<file path="config.mk">
export PLATFORM = sky130hd
export DESIGN_NAME = retlink_encoder
export DESIGN_NICKNAME = d
export VERILOG_FILES = /design/src/rtl/retlink_encoder.sv
export SDC_FILE = /design/constraint.sdc
export NUM_CORES = 1
export LEC_CHECK = 0
export CAP_MARGIN = 20
export CELL_PAD_IN_SITES_DETAIL_PLACEMENT = 0
export CELL_PAD_IN_SITES_GLOBAL_PLACEMENT = 1
export CORE_MARGIN = 2
export CORE_UTILIZATION = 36
export CTS_CLUSTER_SIZE = 10
export DETAILED_ROUTE_END_ITERATION = 7
export HOLD_SLACK_MARGIN = 0.05
export PLACE_DENSITY_LB_ADDON = 0.05
export SLEW_MARGIN = 25
export SYNTH_ARGS = -nofsm -noshare
export SYNTH_HDL_FRONTEND = slang
export SYNTH_SLANG_ARGS = --single-unit
</file>
<file path="constraint.sdc">
create_clock -name clk -period 1.6 [get_ports clk]
set_input_delay 0.32 -clock clk [delete_from_list [all_inputs] [get_ports clk]]
set_output_delay 0.32 -clock clk [all_outputs]
set_load 0.05 [all_outputs]
</file>
<file path="src/rtl/retlink_encoder.sv">
module retlink_encoder #(
  parameter int BASE_PERIOD = 8,
  parameter int RATE_W      = 2
) (
  input  logic              clk,
  input  logic              rst_n,
  input  logic [1:0]        mode,
  input  logic [RATE_W-1:0] rate_sel,
  input  logic              nrz_in,
  output logic              bit_req,
  output logic              mod_on
);
  localparam int MAX_PERIOD = BASE_PERIOD << ((1 << RATE_W) - 1);
  localparam int CW = $clog2(MAX_PERIOD);

  typedef enum logic [1:0] {
    ENC_MAN = 2'b00,
    ENC_BIP = 2'b01,
    ENC_MIL = 2'b10,
    ENC_ALT = 2'b11
  } enc_e;

  logic              started;
  logic [CW-1:0]     cnt;
  logic              cur_bit;
  logic              last_zero;
  logic              out_q;
  enc_e              mode_q;
  logic [RATE_W-1:0] rate_q;
  logic [CW:0]       period;
  logic              load;
  logic              mid;
  logic              out_load;
  logic              out_mid;

  assign period  = (CW+1)'(BASE_PERIOD) << rate_q;
  assign load    = !started || (cnt == CW'(period - 1'b1));
  assign mid     = started && (cnt == CW'((period >> 1) - 1'b1));
  assign bit_req = load;
  assign mod_on  = out_q;

  always_comb begin
    case (enc_e'(mode))
      ENC_BIP: out_load = ~out_q;
      ENC_MIL: out_load = (!nrz_in && last_zero) ? ~out_q : out_q;
      default: out_load = nrz_in;
    endcase
  end

  always_comb begin
    case (mode_q)
      ENC_BIP: out_mid = cur_bit ? out_q : ~out_q;
      ENC_MIL: out_mid = cur_bit ? ~out_q : out_q;
      default: out_mid = ~cur_bit;
    endcase
  end

  always_ff @(posedge clk) begin
    if (!rst_n) begin
      started   <= 1'b0;
      cnt       <= '0;
      cur_bit   <= 1'b0;
      last_zero <= 1'b0;
      out_q     <= 1'b0;
      mode_q    <= ENC_MAN;
      rate_q    <= '0;
    end else if (load) begin
      started   <= 1'b1;
      cnt       <= '0;
      cur_bit   <= nrz_in;
      last_zero <= ~nrz_in;
      out_q     <= out_load;
      mode_q    <= enc_e'(mode);
      rate_q    <= rate_sel;
    end else begin
      cnt <= cnt + 1'b1;
      if (mid) out_q <= out_mid;
    end
  end
endmodule

</file>
==> impl_metrics.ini <==
[outcome]
status = finished with violations
violations = setup timing

[setup_path]
criticalPathCategory = reg -> out
required_ns = 1.28
cp.arrival_ns = 1.55
startpoint = rate_q[1]$_SDFFE_PN0P_
end_kind = output port
cp-start-kind = register
crit-reg2reg-launch = rate_q[1]$_SDFFE_PN0P_
path_max_fanout = 7

[min_path]
min_from = cnt[0]$_SDFF_PP0_
hp-class = reg -> reg

[global_routing]
grt_usage = 0.146
grt_pass1_vias = 654
antenna_found_initial = 0
grt_pass1_wl_mm = 2.76
globalRouteOverflowTotal = 0
grt_max_degree = 11

[synthesis]
synth_area_leader_cell = dfxtp_1
synth_ff_type = dfxtp_1
synthArstFlopShare = 0
ys_warn_count = 0
ys_types = 30
synth_area_leaders = dfxtp_1 (37%), mux2i_1 (7.9%), ha_1 (6.5%)
synthesis.nets = 97
synth_top_area_share = 0.367
syn_area_sq_um = 764
yosysMostFrequentCell = dfxtp_1
synth_commonest_cells = dfxtp_1 (14), nor2_1 (8), inv_1 (6), mux2i_1 (6)
synth_edf_count = 0
ys_ff_latch = 14
syn_inst = 86
seq_area_frac_synth = 0.367
avgSynthCellArea_sq_um = 8.89

[cells_and_area]
final_cells = 134
diodes = 0
multi_input_area_sq_um = 424
final_util = 0.513
nNetsFinal = 120
drive_gt1_frac = 0.252
syn2layout_area_growth_pct = 33.1
area.sequential_sq_um = 283
fillers = 194

[sta]
grt_setup_unrepaired = true
skew_ns = 0.00104
min_period_over_period = 1.17
drv_slew = 0
finalHoldViolCount = 0
fmax_ghz = 0.534
slew_headroom = 0.790
final.min_clock_period_ns = 1.87
worst_pin_slew_ns = 0.314
layout_setup_ws_ns = -0.273
setup_viol = 5

[detailed_routing]
vias = 639
drt-initial-drc-count = 6
wl_per_cell_microns = 11.4
drt_wl_total_mm = 1.53
dr.pass1.iters = 4
routed_via_density = 4.77
final_antenna_net_count = 0
drc = 0

[pwr]
leakagePower_nw = 0.434
power_density_nw_per_um2 = 706
power.total_w = 0.000718
irDropWorstVdd_uv = 428

[cts]
cts-root-buf = clkbuf_4
cts_buffers = 3
cts_max_level = 1
clockBufferDepth = 2
cts_tree = done
clkSinkCount = 14
cts_hold_buf = 0
clk_latency_ns = 0.28
clk_pin_slew_ns = 0.08

[floorplanning]
die_y_microns = 50.1
coreArea_sq_um = 1980
dieWidth_microns = 50.1
start_util = 0.386
dieArea_sq_um = 2510
row_count = 16
ios = 9

[flow_run]
maxCapViolCount = 0

[placement]
gp_congestion = 0.751
port_buffers = 8
dp.cells = 128
dp.final_hpwl_mm = 1.19
timing repair:
action	CTS	global route
gates resized for setup	2	2
endpoints found under the setup margin	13	10
pin swaps	1	2
setup buffers	1	2
final timing paths:
check	cells after the start	endpoint	slack, ns
worst max-delay path	5	bit_req	-0.27
worst min register to register	2	cnt[0]$_SDFF_PP0_	0.53
worst min-delay path	2	cnt[0]$_SDFF_PP0_	0.53
worst max register to register	8	mod_on$_SDFFE_PN0P_	-0.22
placed cells by master, fill, tap and decap left out, drive strengths merged, types with 4 or more instances in the layout:
| cell | netlist | layout |
|---|---|---|
| nor2 | 8 | 8 |
| clkdlybuf4s50 | 0 | 6 |
| buf | 4 | 19 |
| inv | 6 | 6 |
| nor2b | 4 | 4 |
| o21ai | 5 | 5 |
| dfxtp | 14 | 14 |
| ha | 4 | 4 |
| mux2i | 6 | 6 |
power by group:
| group | switching, W | internal, W | total, W |
|---|---|---|---|
| sequential | 0.0000149 | 0.000364 | 0.000379 |
| clock | 0.000112 | 0.0000873 | 0.000199 |
| combinational | 0.0000614 | 0.0000778 | 0.000139 |
per-layer routing:
layer,track usage,vias up,share of wire
li1,-,332,-
met1,0.174,294,0.48
met2,0.243,11,0.48
met3,0.0273,2,0.029
met4,0.0833,0,0.0091
met5,0,-,0
worst max-delay path: stages (launching register included):
cell,delay (ns)
dfxtp_2,0.35
buf_4,0.15
o31a_1,0.33
o21ai_4,0.17
buf_12,0.14
buf_12,0.13
sequential cells by signal, summed over array words and instances (netlist names):
signal / cells
cnt: 6
last_zero: 1
rate_q: 2
mode_q: 2
mod_on: 1
cur_bit: 1
started: 1
stage by stage:
step                setup TNS (ns)  cell area, sq um  worst slack [ns]  hold WS, ns
floorplan                        0               771           0.00202        0.409
finish                      -0.646              1020            -0.273        0.526
global route                 -1.18              1020            -0.341        0.567
global placement             -1.05               963            -0.393        0.511
CTS                         -0.594               996            -0.317        0.531
detailed placement           -1.21               963            -0.435        0.519
cell families (layout without fill, tap and decap cells):
group | Yosys count | in the layout | synth area share
compound gates | 14 | 14 | 0.141
xor+xnor | 6 | 6 | 0.0688
fa+ha+maj | 4 | 4 | 0.0655
buf+inv | 13 | 34 | 0.0818
flops | 14 | 14 | 0.367
mux | 6 | 6 | 0.0786
simple gates | 29 | 29 | 0.198
layout make-up:
class | count | share of cell area
multi-input combinational | 59 | 0.417
sequential | 14 | 0.278
timing repair buffer | 25 | 0.228
tap | 27 | 0.0332
clock buffer | 3 | 0.0221
inverter | 6 | 0.0221
Note: power is estimated with default switching activity, not from simulation.
